`src/rtl/wmode_pkg.sv`:
```
package wmode_pkg;

   localparam int NSTEP   = 4;
   localparam int STEP_IW = $clog2(NSTEP);

   // step index order is the issue order
   localparam logic [STEP_IW-1:0] ST_ERASE  = 2'd0;
   localparam logic [STEP_IW-1:0] ST_PROG   = 2'd1;
   localparam logic [STEP_IW-1:0] ST_VERIFY = 2'd2;
   localparam logic [STEP_IW-1:0] ST_READ   = 2'd3;

   localparam logic [2:0] OP_READ  = 3'd0;
   localparam logic [2:0] OP_WRITE = 3'd1;
   localparam logic [2:0] OP_WRNE  = 3'd2;
   localparam logic [2:0] OP_ERASE = 3'd3;
   localparam logic [2:0] OP_WEAR  = 3'd4;

   typedef logic [NSTEP-1:0] step_mask_t;

   typedef enum logic [1:0] {
      SQ_IDLE  = 2'd0,
      SQ_ISSUE = 2'd1,
      SQ_WAIT  = 2'd2,
      SQ_FIN   = 2'd3
   } sq_state_e;

   function automatic logic [STEP_IW-1:0] pick_step(step_mask_t m);
      logic [STEP_IW-1:0] r;
      r = '0;
      for (int i = NSTEP - 1; i >= 0; i--) begin
         if (m[i]) r = STEP_IW'(i);
      end
      return r;
   endfunction

   function automatic step_mask_t step_bit(logic [STEP_IW-1:0] idx);
      return step_mask_t'(1) << idx;
   endfunction

endpackage

```
`src/rtl/wmode_sector_tab.sv`:
```
module wmode_sector_tab #(
   parameter int SECT_AW = 3,
   parameter int CNT_W   = 16
) (
   input  logic               clk,
   input  logic               rst_n,
   input  logic               ers_evt,
   input  logic               prg_evt,
   input  logic [SECT_AW-1:0] evt_sect,
   input  logic [SECT_AW-1:0] look_sect,
   output logic               look_erased,
   output logic [CNT_W-1:0]   look_cnt,
   input  logic [SECT_AW-1:0] qry_sect,
   output logic [CNT_W-1:0]   qry_cnt
);

   localparam int             NSECT   = 1 << SECT_AW;
   localparam logic [CNT_W-1:0] CNT_MAX = {CNT_W{1'b1}};

   logic [NSECT-1:0] erased_v;
   logic [CNT_W-1:0] cnt_a [NSECT];

   for (genvar g = 0; g < NSECT; g++) begin : g_sect
      logic             er_q;
      logic [CNT_W-1:0] c_q;
      logic             hit;

      assign hit = (evt_sect == SECT_AW'(g));

      always_ff @(posedge clk or negedge rst_n) begin
         if (!rst_n) begin
            er_q <= 1'b0;
            c_q  <= '0;
         end else if (hit && ers_evt) begin
            er_q <= 1'b1;
            if (c_q != CNT_MAX) c_q <= c_q + 1'b1;
         end else if (hit && prg_evt) begin
            er_q <= 1'b0;
         end
      end

      assign erased_v[g] = er_q;
      assign cnt_a[g]    = c_q;
   end

   assign look_erased = erased_v[look_sect];
   assign look_cnt    = cnt_a[look_sect];
   assign qry_cnt     = cnt_a[qry_sect];

endmodule

```
`src/rtl/wmode_planner.sv`:
```
module wmode_planner
   import wmode_pkg::*;
#(
   parameter int CNT_W        = 16,
   parameter int VERIFY_LIMIT = 16384
) (
   input  logic [2:0]       op,
   input  logic             erased,
   input  logic [CNT_W-1:0] cnt,
   output step_mask_t       plan
);

   localparam logic [CNT_W-1:0] LIM = CNT_W'(VERIFY_LIMIT);

   step_mask_t full_wr;
   logic       over_lim;

   assign over_lim = (cnt > LIM);
   assign full_wr  = step_bit(ST_ERASE) | step_bit(ST_PROG) | step_bit(ST_VERIFY);

   always_comb begin
      plan = '0;
      unique case (op)
         OP_READ:  plan = step_bit(ST_READ);
         OP_WRITE: plan = full_wr;
         OP_ERASE: plan = step_bit(ST_ERASE);
         OP_WRNE: begin
            if (!erased)       plan = full_wr;
            else if (over_lim) plan = step_bit(ST_PROG) | step_bit(ST_VERIFY);
            else               plan = step_bit(ST_PROG);
         end
         default:  plan = '0;
      endcase
   end

endmodule

```
`src/rtl/wmode_stepper.sv`:
```
module wmode_stepper
   import wmode_pkg::*;
#(
   parameter int SECT_AW = 3,
   parameter int DATA_W  = 32
) (
   input  logic               clk,
   input  logic               rst_n,
   input  logic               cmd_valid,
   input  logic [2:0]         cmd_op,
   input  logic [SECT_AW-1:0] cmd_sect,
   input  step_mask_t         plan,
   input  logic               look_erased,
   input  logic               fl_done,
   input  logic [DATA_W-1:0]  fl_rdata,
   input  logic               fl_ecc_err,
   output logic               busy,
   output logic               cmd_done,
   output logic               cmd_rej,
   output step_mask_t         strobe,
   output logic [SECT_AW-1:0] step_sect,
   output logic               rd_valid,
   output logic [DATA_W-1:0]  rd_data,
   output logic               rd_err,
   output logic               ers_evt,
   output logic               prg_evt
);

   sq_state_e          state_q;
   logic [2:0]         op_q;
   logic [SECT_AW-1:0] sect_q;
   logic [STEP_IW-1:0] cur_q;
   step_mask_t         pend_q;
   logic               zero_q;
   logic [DATA_W-1:0]  rdat_q;
   logic               rerr_q;
   logic               rej_q;
   logic               step_end;
   logic [STEP_IW-1:0] first_plan;
   logic [STEP_IW-1:0] first_pend;

   assign first_plan = pick_step(plan);
   assign first_pend = pick_step(pend_q);
   assign step_end   = (state_q == SQ_WAIT) && fl_done;

   always_ff @(posedge clk or negedge rst_n) begin
      if (!rst_n) begin
         state_q <= SQ_IDLE;
         op_q    <= '0;
         sect_q  <= '0;
         cur_q   <= '0;
         pend_q  <= '0;
         zero_q  <= 1'b0;
         rdat_q  <= '0;
         rerr_q  <= 1'b0;
         rej_q   <= 1'b0;
      end else begin
         rej_q <= cmd_valid && (state_q != SQ_IDLE);
         unique case (state_q)
            SQ_IDLE: begin
               if (cmd_valid) begin
                  op_q    <= cmd_op;
                  sect_q  <= cmd_sect;
                  zero_q  <= look_erased;
                  cur_q   <= first_plan;
                  pend_q  <= plan & ~step_bit(first_plan);
                  state_q <= (plan == '0) ? SQ_FIN : SQ_ISSUE;
               end
            end
            SQ_ISSUE: state_q <= SQ_WAIT;
            SQ_WAIT: begin
               if (fl_done) begin
                  if (cur_q == ST_READ) begin
                     rdat_q <= zero_q ? '0 : fl_rdata;
                     rerr_q <= !zero_q && fl_ecc_err;
                  end
                  if (pend_q != '0) begin
                     cur_q   <= first_pend;
                     pend_q  <= pend_q & ~step_bit(first_pend);
                     state_q <= SQ_ISSUE;
                  end else begin
                     state_q <= SQ_FIN;
                  end
               end
            end
            default: state_q <= SQ_IDLE;
         endcase
      end
   end

   for (genvar g = 0; g < NSTEP; g++) begin : g_strobe
      assign strobe[g] = (state_q == SQ_ISSUE) && (cur_q == STEP_IW'(g));
   end

   assign busy      = (state_q != SQ_IDLE);
   assign cmd_done  = (state_q == SQ_FIN);
   assign cmd_rej   = rej_q;
   assign step_sect = sect_q;
   assign rd_valid  = (state_q == SQ_FIN) && (op_q == OP_READ);
   assign rd_data   = rdat_q;
   assign rd_err    = rerr_q;
   assign ers_evt   = step_end && (cur_q == ST_ERASE);
   assign prg_evt   = step_end && (cur_q == ST_PROG);

endmodule

```
`src/rtl/wmode_seq.sv`:
```
module wmode_seq
   import wmode_pkg::*;
#(
   parameter int SECT_AW      = 3,
   parameter int CNT_W        = 16,
   parameter int VERIFY_LIMIT = 16384,
   parameter int DATA_W       = 32
) (
   input  logic               clk,
   input  logic               rst_n,
   input  logic               cmd_valid,
   input  logic [2:0]         cmd_op,
   input  logic [SECT_AW-1:0] cmd_sect,
   output logic               busy,
   output logic               cmd_done,
   output logic               cmd_rej,
   output logic               fl_erase,
   output logic               fl_prog,
   output logic               fl_verify,
   output logic               fl_read,
   output logic [SECT_AW-1:0] fl_sect,
   input  logic               fl_done,
   input  logic [DATA_W-1:0]  fl_rdata,
   input  logic               fl_ecc_err,
   output logic               rd_valid,
   output logic [DATA_W-1:0]  rd_data,
   output logic               rd_err,
   input  logic [SECT_AW-1:0] qry_sect,
   output logic [CNT_W-1:0]   qry_cnt
);

   localparam longint CNT_TOP = (longint'(1) << CNT_W) - 1;

   if (SECT_AW < 1 || SECT_AW > 8) begin : g_bad_sect_aw
      $error("wmode_seq: SECT_AW must be 1..8");
   end
   if (CNT_W < 2 || CNT_W > 31) begin : g_bad_cnt_w
      $error("wmode_seq: CNT_W must be 2..31");
   end
   if (VERIFY_LIMIT < 0 || longint'(VERIFY_LIMIT) >= CNT_TOP) begin : g_bad_limit
      $error("wmode_seq: VERIFY_LIMIT must be below the counter maximum");
   end
   if (DATA_W < 1) begin : g_bad_data_w
      $error("wmode_seq: DATA_W must be positive");
   end

   logic               ers_evt;
   logic               prg_evt;
   logic               look_erased;
   logic [CNT_W-1:0]   look_cnt;
   step_mask_t         plan;
   step_mask_t         strobe;

   wmode_sector_tab #(
      .SECT_AW (SECT_AW),
      .CNT_W   (CNT_W)
   ) i_tab (
      .clk         (clk),
      .rst_n       (rst_n),
      .ers_evt     (ers_evt),
      .prg_evt     (prg_evt),
      .evt_sect    (fl_sect),
      .look_sect   (cmd_sect),
      .look_erased (look_erased),
      .look_cnt    (look_cnt),
      .qry_sect    (qry_sect),
      .qry_cnt     (qry_cnt)
   );

   wmode_planner #(
      .CNT_W        (CNT_W),
      .VERIFY_LIMIT (VERIFY_LIMIT)
   ) i_plan (
      .op     (cmd_op),
      .erased (look_erased),
      .cnt    (look_cnt),
      .plan   (plan)
   );

   wmode_stepper #(
      .SECT_AW (SECT_AW),
      .DATA_W  (DATA_W)
   ) i_step (
      .clk         (clk),
      .rst_n       (rst_n),
      .cmd_valid   (cmd_valid),
      .cmd_op      (cmd_op),
      .cmd_sect    (cmd_sect),
      .plan        (plan),
      .look_erased (look_erased),
      .fl_done     (fl_done),
      .fl_rdata    (fl_rdata),
      .fl_ecc_err  (fl_ecc_err),
      .busy        (busy),
      .cmd_done    (cmd_done),
      .cmd_rej     (cmd_rej),
      .strobe      (strobe),
      .step_sect   (fl_sect),
      .rd_valid    (rd_valid),
      .rd_data     (rd_data),
      .rd_err      (rd_err),
      .ers_evt     (ers_evt),
      .prg_evt     (prg_evt)
   );

   assign fl_erase  = strobe[ST_ERASE];
   assign fl_prog   = strobe[ST_PROG];
   assign fl_verify = strobe[ST_VERIFY];
   assign fl_read   = strobe[ST_READ];

endmodule

```
`config.mk`:
```
export PLATFORM = sky130hd
export DESIGN_NAME = wmode_seq
export DESIGN_NICKNAME = d
export VERILOG_FILES = /design/src/rtl/wmode_pkg.sv /design/src/rtl/wmode_sector_tab.sv /design/src/rtl/wmode_planner.sv /design/src/rtl/wmode_stepper.sv /design/src/rtl/wmode_seq.sv
export SDC_FILE = /design/constraint.sdc
export NUM_CORES = 1
export LEC_CHECK = 0
export BUFFER_PORTS_ARGS = -buffer_cell sky130_fd_sc_hd__clkbuf_2
export CAP_MARGIN = 20
export CORE_UTILIZATION = 40
export DETAILED_ROUTE_END_ITERATION = 12
export PLACE_DENSITY_LB_ADDON = 0.15
export SLEW_MARGIN = 20
export SYNTH_ARGS = -nofsm -noshare
export SYNTH_HDL_FRONTEND = slang
export SYNTH_SLANG_ARGS = --single-unit
```
`constraint.sdc`:
```
create_clock -name clk -period 1.76 [get_ports clk]
set_input_delay 0.176 -clock clk [delete_from_list [all_inputs] [get_ports clk]]
set_output_delay 0.176 -clock clk [all_outputs]
set_load 0.02 [all_outputs]
```
==> summary.txt, run 1 <==
Timing
  • Max_slew headroom: 65.28%
  • Achievable Freq: 0.4673 GHz
  • Final Hold Viols: 0
  • RSZ-0062 raised after global routing: yes
  • Slew @ Worst Pin: 0.5208 ns
  • Clock Skew: 0.01280 ns
  • Setup violators final: 131
  • Min Clock Period, post-route: 2.140 ns
  • Final worst setup slack: -0.3798 ns
  • Slew Limit Fails: 0
  • Post-route clock period utilization: 121.6%

Logic synthesis
  • Flops & latches, synth: 185
  • Post-synthesis xor/xnor area fraction: 10.29%
  • Primary FF master, synth: dfrtp_1
  • Number of synthesized flops with an enable pin: 0
  • Post-synthesis mux area share: 13.60%
  • Simple-Gate Fraction of Synth Area: 20.10%
  • Largest family of logic cells by synthesized area: simple AND/OR/NAND/NOR gates
  • Yosys cell types: 66
  • Async set-or-reset flop fraction in the synthesized netlist: 100.0%
  • Synthesized area per cell: 11.22 µm²
  • Seq/Total Area, Yosys: 46.11%
  • Syn Nets: 949
  • Compound-gate portion of the synthesized area: 6.555%
  • Post-Syn Instances: 895
  • Synth warnings: 0
  • Post-synthesis adder-cell area fraction: 0.9970%
  • Synth Cell Area: 10040 µm²

Min path
  • Type of the worst min-delay path: input pin to register

Run status
  • Violated checks: negative setup slack
  • Outcome: finished with violations

Place
  • Dpl hpwl: 21.07 mm
  • GP Congestion: 0.9242
  • DP Area: 12360 µm²
  • Place WS: -0.2409 ns
  • Number of port buffers: 105

Routing
  • Via density: 5.457
  • Final wirelength: 30.97 mm
  • Routed vias: 8721
  • Avg WL per Cell: 19.38 µm
  • 1st-iter DRT viols: 659
  • DRT Pass-1 Iters: 5
  • Drt drc: 0
  • Antenna-violating nets left: 0

Setup path
  • Worst EP arrival: 1.96 ns
  • Worst setup SP type: register
  • Crit Path Max Fanout: 6
  • Critical path data required time: 1.58 ns
  • CP Capture Type: output pin
  • Setup CP Type: register to output pin

Power
  • VDD IR max: 0.6801 mV
  • Int Power: 9.565 mW
  • Flop pwr share: 36.6%
  • Logic pwr share: 36.0%
  • Power share of the clock group: 27.5%
  • Sw power: 5.209 mW
  • Pleak: 6.860 nW
  • Pwr dens: 992.2 nW/µm²
  • Tot Pwr: 14.77 mW
  • Sw frac: 35.26%

Clock tree
  • CTS max path bufs: 2
  • Clock net sink count: 185
  • Num CTS Buffers: 17
  • Clk slew on worst S/H paths: 0.08 ns
  • TritonCTS clock tree: yes
  • H-tree Lvls: 4
  • Clk_lat worst skew: 0.45 ns
  • Root Buffer: clkbuf_16

Finish
  • Area grow syn2layout: 48.32%
  • # diodes: 0
  • Fin nets: 1315
  • Most common cell after layout, fill and taps aside: buf_4
  • Fin area: 14890 µm²
  • Most frequent cells in the layout: 194 x buf_4, 160 x dfrtp_1, 89 x clkbuf_2
  • Layout cells sized above 1: 47.17%

Flow run
  • Max-cap violations: 0

Die
  • Core area: 24460 µm²
  • Die area: 25740 µm²
  • Starting Density: 41.04%
  • Chip height: 160.4 µm
  • Core Rows: 57
  • Die X: 160.4 µm
  • Boundary pin count: 106

Global route
  • Vias in the first global route: 8734
  • Total grt overflow: 0
  • All-Layer GR Usage: 24.60%
  • First-pass GRT wire length: 48.82 mm
  • Number of antenna violations at the first check in global routing: 0
  • Largest net degree at the start of global routing: 67
-- final timing paths --
check / cells past startpoint / slack, ns / endpoint / start
max in group asynchronous: 3 / 0.88 / i_tab.g_sect[2].c_q[5] / rst_n
min: 2 / 0.03 / i_step.op_q[0] / cmd_op[0]
max: 4 / -0.38 / qry_cnt[1] / i_tab.g_sect[6].c_q[1]
min reg2reg: 2 / 0.48 / i_step.rd_data[11] / i_step.rd_data[11]
max reg2reg: 7 / -0.21 / i_tab.g_sect[7].c_q[15] / i_step.step_sect[0]
min in group asynchronous: 2 / 0.22 / i_step.pend_q[0] / rst_n
-- synth_stat cells (all sizes together), types with 3 or more instances --
master	instances	area [µm²]
dfrtp	185	4629
o21ai	40	200.2
o22ai	3	18.77
xor2	29	254.0
or4	6	52.55
mux4	42	945.9
nor3	17	95.09
and4	15	131.4
nor2	29	108.9
mux2i	7	70.07
inv	17	63.81
o21a	3	22.52
a31oi	6	56.31
ha	8	100.1
buf	16	77.57
o31ai	4	30.03
nand4b	3	41.29
o41ai	4	35.03
mux2	31	349.1
nand3	33	165.2
nand2b	39	244.0
nor2b	3	18.77
nand2	83	311.6
clkbuf	24	90.09
nor4	22	165.2
nand4	48	300.3
and3	27	168.9
xnor2	89	779.5
a211oi	3	32.53
a311oi	5	62.56
and2	11	68.82
nor4b	3	26.28
a21oi	7	35.03
nor3b	5	42.54
-- layer usage --
layer  vias to the layer above  global-route usage, %  share of wire (%)  routed length (µm)
li1                       4031                      -                  -                   -
met1                      4354                  34.71                 45               13810
met2                       292                  39.20                 46               14290
met3                        44                  3.951                7.2                2226
met4                         0                  6.797                2.1                 641
met5                         -                      0                  0                   0
-- through the flow --
stage          utilization, %  TNS, ns  hold WS (ns)  instances
3_3_place_gp            50.51   -9.050        0.1462       1456
2_1_floorplan               -   -2.982       -0.1196        895
6_report                60.87   -15.65       0.02732       1598
4_1_cts                 58.50   -15.45       0.01116       1579
3_5_place_dp            50.51   -11.98        0.1424       1456
5_1_grt                 60.87   -24.10       0.03468       1598
-- cells by family (layout without fill, tap and decap cells) --
kind of cell,Yosys count,after routing
buf+inv,58,437
flops,185,185
mux,80,80
fa+ha+maj,8,8
compound gates,93,93
simple gates,353,353
xor+xnor,118,118
-- power groups by stage --
| stage | logic, mW | clock network, mW | registers [mW] |
|---|---|---|---|
| 5_1_grt | 5.73 | 4.30 | 5.48 |
| 6_report | 5.31 | 4.06 | 5.40 |
| 3_3_place_gp | 4.10 | 0 | 5.41 |
| 2_1_floorplan | 2.03 | 0 | 5.78 |
| 3_5_place_dp | 4.15 | 0 | 5.44 |
| 4_1_cts | 4.69 | 4.12 | 5.36 |
-- final cells by class --
type | count | area (µm²)
fill | 1928 | 9572
multi-input combinational | 652 | 5971
inverter | 18 | 67.56
clock buffer | 17 | 425.4
timing repair buffer | 387 | 3144
sequential | 185 | 4661
clock inverter | 15 | 216.5
tap | 324 | 405.4
-- sequential cells by signal (all words and copies together) (netlist names) --
| name | flops |
|---|---|
| i_step.cmd_rej | 1 |
| i_step.cur_q | 2 |
| i_step.op_q | 3 |
| i_step.pend_q | 4 |
| i_step.rd_data | 32 |
| i_step.rd_err | 1 |
| i_step.state_q | 2 |
| i_step.step_sect | 3 |
| i_step.zero_q | 1 |
| i_tab.g_sect.c_q | 128 |
| i_tab.g_sect.er_q | 8 |
-- worst max-delay path, cell delays in order, from the launching register on --
cell	delay [ns]
dfrtp_1	0.45
buf_6	0.17
mux4_2	0.45
mux2_4	0.31
buf_8	0.14
-- timing repair --
item                                   CTS  global route
buffers inserted                        58            24
cloned                                   1             1
resized for setup                      132           111
pin swaps                              102            61
endpoints found under the hold margin   71             0
setup endpoints to repair              144           158
hold buffers                            35             0
(Power assumes the default switching activity.)
==> inputs of run 2 (changes only) <==
--- a/config.mk
+++ b/config.mk
@@ -5,6 +5,7 @@
 export SDC_FILE = /design/constraint.sdc
 export NUM_CORES = 1
 export LEC_CHECK = 0
+export ABC_AREA = 1
 export BUFFER_PORTS_ARGS = -buffer_cell sky130_fd_sc_hd__clkbuf_2
 export CAP_MARGIN = 20
 export CORE_UTILIZATION = 40
==> run 2 against run 1 <==
Register-to-register slack improved by 0.10 ns. Die area is 8.0% higher. Largest power group is now combinational cells. The flow finishes with violations (negative hold slack, negative setup slack). Power grew 11%.
==> summary.txt, run 2 <==
Run status
  • Outcome: finished with violations (unchanged)
  • Violated checks: negative hold slack, negative setup slack (was negative setup slack)

Logic synthesis
  • Syn Nets: 1471 (was 949)
  • Flops & latches, synth: 185 (unchanged)
  • Yosys top cell area share: 42.66% (was 46.11%)
  • Synth Cell Area: 10850 µm² (was 10040 µm²)
  • Async set-or-reset flop fraction in the synthesized netlist: 100.0% (unchanged)
  • Post-Syn Instances: 1417 (was 895)
  • Primary FF master, synth: dfrtp_1 (unchanged)
  • Synth warnings: 0 (unchanged)
  • Number of synthesized flops with an enable pin: 0 (unchanged)
  • Seq/Total Area, Yosys: 42.66% (was 46.11%)
  • Most common cell in the netlist: nand2_1 (was dfrtp_1)
  • Synthesized area per cell: 7.659 µm² (was 11.22 µm²)
  • Yosys cell types: 42 (was 66)
  • Area leader, netlist: dfrtp_1 (unchanged)
  • Synth top cells by count: 239 x nand2_1, 185 x dfrtp_1, 172 x inv_1 (was 185 x dfrtp_1, 89 x xnor2_1, 83 x nand2_1)
  • Top cells by area, synth: dfrtp_1 43%, nand2_1 8.3%, xor2_1 8.0%, o21ai_0 6.7%, inv_1 5.9% (was dfrtp_1 46%, mux4_2 9.4%, xnor2_1 7.8%, mux2_2 3.3%, nand2_1 3.1%)

Timing
  • Clock Skew: 0.01515 ns (was 0.01280 ns)
  • RSZ-0062 raised after global routing: yes (unchanged)
  • Setup violators final: 51 (was 131)
  • Slew Limit Fails: 0 (unchanged)
  • Hold slack final: -0.006300 ns (was 0.02732 ns)
  • Post-route clock period utilization: 109.2% (was 121.6%)
  • Max_slew headroom: 69.03% (was 65.28%)
  • Slew @ Worst Pin: 0.4603 ns (was 0.5208 ns)
  • Final worst setup slack: -0.1613 ns (was -0.3798 ns)
  • Min Clock Period, post-route: 1.921 ns (was 2.140 ns)
  • Final Hold Viols: 1 (was 0)
  • Achievable Freq: 0.5205 GHz (was 0.4673 GHz)

Die
  • Starting Density: 41.18% (was 41.04%)
  • Core area: 26350 µm² (was 24460 µm²)
  • Boundary pin count: 106 (unchanged)
  • Chip height: 166.7 µm (was 160.4 µm)
  • Die area: 27800 µm² (was 25740 µm²)
  • Die X: 166.7 µm (was 160.4 µm)
  • Core Rows: 59 (was 57)

Place
  • Number of port buffers: 105 (unchanged)
  • GP Congestion: 0.9043 (was 0.9242)
  • Dpl hpwl: 24.11 mm (was 21.07 mm)
  • Place WS: -0.1564 ns (was -0.2409 ns)
  • DP Area: 12940 µm² (was 12360 µm²)
  • Cells after DPL: 1963 (was 1456)

Finish
  • # diodes: 0 (unchanged)
  • Max reg flops: 128 (unchanged)
  • Fin nets: 1831 (was 1315)
  • Most frequent cells in the layout: 201 x buf_4, 200 x nand2_1, 171 x dfrtp_1 (was 194 x buf_4, 160 x dfrtp_1, 89 x clkbuf_2)
  • Top reg by flops: i_tab.g_sect.c_q (unchanged)
  • Sequential cell area: 4647 µm² (was 4661 µm²)
  • Layout cells sized above 1: 36.20% (was 47.17%)
  • Multi-input gate area: 6305 µm² (was 5971 µm²)
  • Post-route insts no fill: 2125 (was 1598)
  • Most common cell after layout, fill and taps aside: buf_4 (unchanged)
  • Fill cell count: 2283 (was 1928)
  • Fin area: 15970 µm² (was 14890 µm²)
  • Area grow syn2layout: 47.16% (was 48.32%)

Routing
  • Via density: 5.279 (was 5.457)
  • DRT Pass-1 Iters: 5 (unchanged)
  • Final wirelength: 35.77 mm (was 30.97 mm)
  • Avg WL per Cell: 16.83 µm (was 19.38 µm)
  • Antenna-violating nets left: 0 (unchanged)
  • 1st-iter DRT viols: 777 (was 659)
  • Routed vias: 11217 (was 8721)
  • Drt drc: 0 (unchanged)

Setup path
  • FF-to-FF setup slack: -0.11 ns (was -0.21 ns)
  • Critical path data required time: 1.58 ns (about the same)
  • Worst EP arrival: 1.75 ns (was 1.96 ns)
  • Crit Path Max Fanout: 2 (was 6)
  • CP Capture Type: output pin (unchanged)
  • Worst setup SP type: register (unchanged)
  • Setup CP Type: register to output pin (unchanged)

Clock tree
  • Root Buffer: clkbuf_16 (unchanged)
  • Clk slew on worst S/H paths: 0.09 ns (was 0.08 ns)
  • CTS max path bufs: 2 (unchanged)
  • TritonCTS clock tree: yes (unchanged)
  • Clk_lat worst skew: 0.45 ns (about the same)
  • Clock net sink count: 185 (unchanged)
  • H-tree Lvls: 4 (unchanged)
  • Num CTS Buffers: 17 (unchanged)

Power
  • VDD IR max: 0.5784 mV (was 0.6801 mV)
  • Pleak: 7.396 nW (was 6.860 nW)
  • Tot Pwr: 16.46 mW (was 14.77 mW)
  • Pwr dens: 1031 nW/µm² (was 992.2 nW/µm²)

Global route
  • Number of antenna violations at the first check in global routing: 0 (unchanged)
  • All-Layer GR Usage: 25.30% (was 24.60%)
  • Met1 usage: 33.26% (was 34.71%)
  • Largest net degree at the start of global routing: 67 (unchanged)
  • Grt peak-use layer: met2 (unchanged)
  • Vias in the first global route: 10825 (was 8734)
  • Total grt overflow: 0 (unchanged)
  • First-pass GRT wire length: 55.73 mm (was 48.82 mm)
  • GRT met2 Usage: 41.74% (was 39.20%)
  • GR met3 Demand/Resource: 3.992% (was 3.951%)

Min path
  • Type of the worst min-delay path: input pin to register (unchanged)

Flow run
  • Max-cap violations: 0 (unchanged)
run 2: cell types whose count changed in the layout (fill, tap and decap cells not counted), moves of 67 or more:
cell / delta
inv_1: +115
nor2_1: +103
xnor2_1: -67
xor2_1: +69
nand3_1: +72
nand2_1: +134
run 2: final timing paths:
path                                                 to  cells past startpoint                    from
worst max-delay path                         qry_cnt[0]                      6  i_tab.g_sect[5].c_q[0]
worst min-delay path                  i_step.rd_data[3]                      3             fl_rdata[3]
worst max register to register  i_tab.g_sect[5].c_q[14]                     12       i_step.state_q[0]
worst min register to register           i_step.op_q[2]                      2          i_step.op_q[2]
max in group asynchronous       i_tab.g_sect[6].c_q[13]                      3                   rst_n
min in group asynchronous        i_tab.g_sect[5].c_q[9]                      2                   rst_n
run 2: timing repair:
action	4_1_cts	5_1_grt
gates resized for setup	191	231
hold endpoints to repair	69	0
gates cloned	3	2
hold buffers	36	0
pin swaps	40	80
buffers inserted	63	37
setup endpoints to repair	72	150
run 2: metal layers:
layer | vias to the layer above | share of wire, % | wire length (µm)
met3 | 92 | 5.1 | 1839
met2 | 359 | 48 | 17290
met5 | - | 0 | 0
met4 | 0 | 3.3 | 1180
met1 | 5358 | 43 | 15470
li1 | 5408 | - | -
run 2: area by class of cell:
cell class,count,share of cell area [%]
multi-input combinational,998,39.48
sequential,185,29.10
timing repair buffer,393,20.31
inverter,182,4.418
clock buffer,17,2.664
tap,335,2.624
clock inverter,15,1.410
run 2: metrics by stage:
step / setup TNS, ns / hold WS [ns] / util [%]
floorplan: -0.001607 / -0.1196 / -
global placement: -0.9681 / 0.1453 / 49.11
detailed placement: -1.523 / 0.1454 / 49.11
CTS: -2.844 / 0.0002523 / 56.87
global route: -11.66 / 0.02814 / 60.60
finish: -2.997 / -0.006300 / 60.60
run 2: cell families (layout without fill, tap and decap cells):
| group | count (synthesis) | after routing | share of synthesized area [%] |
|---|---|---|---|
| flip-flops | 185 | 185 | 42.66 |
| multiplexers | 1 | 1 | 0.1038 |
| AO/OA/AOI/OAI | 254 | 254 | 12.87 |
| buffers and inverters | 236 | 607 | 8.473 |
| XOR/XNOR | 114 | 114 | 9.200 |
| adder cells (fa/ha/maj) | 8 | 8 | 0.9223 |
| AND/OR/NAND/NOR | 619 | 621 | 25.78 |
run 2: report_power, final:
group	leakage, nW	switching [mW]	total, mW	internal [mW]
sequential	2.23	0.692	5.85	5.16
combinational	4.86	3.88	6.33	2.45
clock	0.313	2.15	4.28	2.13
run 2: critical path, stage by stage (launching register included):
cell	delay, ns
dfrtp_1	0.40
buf_6	0.13
nand2_2	0.06
o21ai_2	0.08
a221oi_2	0.34
a31oi_1	0.11
buf_4	0.19
==> inputs of run 3 (changes only) <==
--- a/config.mk
+++ b/config.mk
@@ -10,7 +10,9 @@
 export CAP_MARGIN = 20
 export CORE_UTILIZATION = 40
 export DETAILED_ROUTE_END_ITERATION = 12
+export HOLD_SLACK_MARGIN = 0.03
 export PLACE_DENSITY_LB_ADDON = 0.15
+export REMOVE_ABC_BUFFERS = 1
 export SLEW_MARGIN = 20
 export SYNTH_ARGS = -nofsm -noshare
 export SYNTH_HDL_FRONTEND = slang
==> run 3 against run 2 <==
Wire length decreased by 1.9%. Global-route usage down 0.39 points. Die area did not move. The run ends with negative setup slack left. Combinational power is 2% lower. Highest routed layer unchanged. Sequential power is essentially flat. Design area shrank 0.30%. Power shrank 1.9%.
==> summary.txt, run 3 (synthesized netlist as in run 2, its figures left out) <==
Run status
  • Outcome: finished with violations (unchanged)
  • Violated checks: negative setup slack (was negative hold slack, negative setup slack)

Routing
  • Routed vias: 11026 (was 11217)
  • Antenna-violating nets left: 0 (unchanged)
  • 1st-iter DRT viols: 839 (was 777)
  • Final wirelength: 35.11 mm (was 35.77 mm)
  • Drt drc: 0 (unchanged)
  • Via density: 5.198 (was 5.279)
  • Avg WL per Cell: 16.55 µm (was 16.83 µm)
  • DRT Pass-1 Iters: 5 (unchanged)

Finish
  • Most frequent cells in the layout: 199 x nand2_1, 193 x buf_4, 173 x dfrtp_1 (was 201 x buf_4, 200 x nand2_1, 171 x dfrtp_1)
  • Layout cells sized above 1: 36.39% (was 36.20%)
  • Most common cell after layout, fill and taps aside: nand2_1 (was buf_4)
  • Sequential cell area: 4644 µm² (was 4647 µm²)
  • Max reg flops: 128 (unchanged)
  • Fill cell count: 2325 (was 2283)
  • Post-route insts no fill: 2121 (was 2125)
  • Fin nets: 1829 (was 1831)
  • Multi-input gate area: 6322 µm² (was 6305 µm²)
  • Final Util: 60.42% (was 60.60%)
  • # diodes: 0 (unchanged)
  • Area grow syn2layout: 46.73% (was 47.16%)
  • Top reg by flops: i_tab.g_sect.c_q (unchanged)

Setup path
  • Worst EP arrival: 2.28 ns (was 1.75 ns)
  • Setup CP Type: register to register (was register to output pin)
  • CP Capture Type: register (was output pin)
  • Critical path data required time: 2.13 ns (was 1.58 ns)
  • Crit Path Max Fanout: 5 (was 2)
  • Worst setup SP type: register (unchanged)
  • FF-to-FF setup slack: -0.15 ns (was -0.11 ns)
  • FF-to-FF Start: i_step.state_q[0] (unchanged)
  • Crit-path cells: inv_2 -> nand2_4 -> nor2_4 -> nand3_4 -> buf_12 -> nor4_4 -> nand2_1 -> buf_6 -> buf_6 -> nor3_4 -> xor2_1 (was buf_6 -> nand2_2 -> o21ai_2 -> a221oi_2 -> a31oi_1 -> buf_4)
  • Most Frequent Cell on Critical Path: buf_6
  • FF-to-FF End: i_tab.g_sect[0].c_q[5] (was i_tab.g_sect[5].c_q[14])
  • Crit path largest cell delay: 0.39 ns (was 0.40 ns)
  • R2R cell count: 11 (was 12)
  • Worst-path cell with the longest stage delay: dfrtp_1 (unchanged)

Timing
  • Final worst setup slack: -0.1540 ns (was -0.1613 ns)
  • Setup violators final: 86 (was 51)
  • Achievable Freq: 0.5225 GHz (was 0.5205 GHz)
  • Slew @ Worst Pin: 0.6336 ns (was 0.4603 ns)
  • Final Hold Viols: 0 (was 1)
  • Slew Limit Fails: 0 (unchanged)
  • Min Clock Period, post-route: 1.914 ns (was 1.921 ns)
  • Max_slew headroom: 57.43% (was 69.03%)
  • Clock Skew: 0.01178 ns (was 0.01515 ns)
  • RSZ-0062 raised after global routing: yes (unchanged)
  • Post-route clock period utilization: 108.8% (was 109.2%)

Power
  • Pwr dens: 1014 nW/µm² (was 1031 nW/µm²)
  • Tot Pwr: 16.14 mW (was 16.46 mW)
  • Pleak: 7.390 nW (was 7.396 nW)
  • VDD IR max: 0.9099 mV (was 0.5784 mV)

Global route
  • First-pass GRT wire length: 54.52 mm (was 55.73 mm)
  • Number of antenna violations at the first check in global routing: 0 (unchanged)
  • Largest net degree at the start of global routing: 67 (unchanged)
  • Met1 usage: 33.72% (was 33.26%)
  • GRT met2 Usage: 41.49% (was 41.74%)
  • Vias in the first global route: 10337 (was 10825)
  • All-Layer GR Usage: 24.91% (was 25.30%)
  • GR met3 Demand/Resource: 3.897% (was 3.992%)
  • Total grt overflow: 0 (unchanged)
  • Grt peak-use layer: met2 (unchanged)

Clock tree
  • Num CTS Buffers: 17 (unchanged)
  • Clk slew on worst S/H paths: 0.07 ns (was 0.09 ns)
  • Clk_lat worst skew: 0.45 ns (about the same)
  • Clock net sink count: 185 (unchanged)
  • TritonCTS clock tree: yes (unchanged)
  • CTS max path bufs: 2 (unchanged)
  • Root Buffer: clkbuf_16 (unchanged)
  • H-tree Lvls: 4 (unchanged)

Die
  • Core Rows: 59 (unchanged)
  • Core area: 26350 µm² (unchanged)
  • Starting Density: 41.18% (unchanged)
  • Die area: 27800 µm² (unchanged)
  • Chip height: 166.7 µm (unchanged)
  • Die X: 166.7 µm (unchanged)
  • Boundary pin count: 106 (unchanged)

Min path
  • Critical hold path startpoint: cmd_op[0] (was fl_rdata[3])
  • Hold endpoint: i_step.op_q[0] (was i_step.rd_data[3])
  • Type of the worst min-delay path: input pin to register (unchanged)
  • Hold depth: 3 (unchanged)

Place
  • Cells after DPL: 1953 (was 1963)
  • GP Congestion: 0.8816 (was 0.9043)
  • Number of port buffers: 105 (unchanged)
  • Dpl hpwl: 24.25 mm (was 24.11 mm)

Flow run
  • Max-cap violations: 0 (unchanged)
run 3: cell count changes in the layout (fill, tap and decap cells not counted), moves of 5 or more:
cell and delta:
buf_6 +14, buf_4 -8, o21ai_0 -8, o21ai_1 +8
inv_1 -6, inv_2 +6, a21oi_2 +5, a31oi_1 +5
a31oi_2 -5, inv_12 -5
run 3: critical path: cells and delay by family, from the launching register on:
family                 cells  cell delay [ns]
AND/OR/NAND/NOR            6             0.76
buffers and inverters      4             0.54
flip-flops                 1             0.39
XOR/XNOR                   1             0.15
run 3: power breakdown:
| group | leakage (nW) | total [mW] | internal [mW] | switching [mW] |
|---|---|---|---|---|
| sequential | 2.23 | 5.88 | 5.16 | 0.713 |
| combinational | 4.88 | 6.19 | 2.42 | 3.77 |
| clock | 0.282 | 4.08 | 2.37 | 1.71 |
run 3: worst max-delay path by stage:
stage | startpoint | end | slack [ns] | depth (start not counted)
detailed placement | i_step.state_q[0] | i_tab.g_sect[1].c_q[14] | -0.09 | 10
finish | i_step.state_q[0] | i_tab.g_sect[0].c_q[5] | -0.15 | 11
CTS | i_tab.g_sect[5].c_q[0] | qry_cnt[0] | -0.15 | 6
floorplan | i_step.state_q[0] | i_step.rd_data[0] | -2.22 | 4
global placement | i_step.state_q[0] | i_tab.g_sect[1].c_q[14] | -0.06 | 10
global route | i_step.state_q[0] | i_tab.g_sect[0].c_q[14] | -0.28 | 12
run 3: final cells by class:
type                    count  share of cell area [%]
inverters                 182                   4.526
clock buffers              19                   2.719
repair buffers            392                   20.17
multi-input cells         997                   39.70
flip-flops and latches    185                   29.17
clock inverters            11                   1.084
well taps                 335                   2.632
run 3: per-layer routing:
layer,part of all wire [%],vias up
li1,-,5391
met2,48,298
met5,0,-
met1,45,5297
met3,5.1,40
met4,2.0,0
run 3: timing repair:
action | in CTS | in global routing
setup endpoints to repair | 57 | 163
pin swaps | 46 | 97
hold buffers | 36 | 0
endpoints found under the hold margin | 76 | 0
buffers inserted | 61 | 46
gates cloned | 1 | 2
resized for setup | 185 | 274
run 3: per-stage QoR:
step | hold slack, ns | setup WS, ns | cell area, µm² | TNS [ns]
final | 0.04627 | -0.1540 | 15920 | -5.432
after global routing | 0.05875 | -0.2816 | 15920 | -16.94
after CTS | 0.03595 | -0.1465 | 14730 | -3.637
after detailed placement | 0.1491 | -0.08851 | 12800 | -0.9241
after global placement | 0.1487 | -0.05574 | 12800 | -0.3188
after floorplan | -0.1196 | -2.223 | 10620 | -77.09
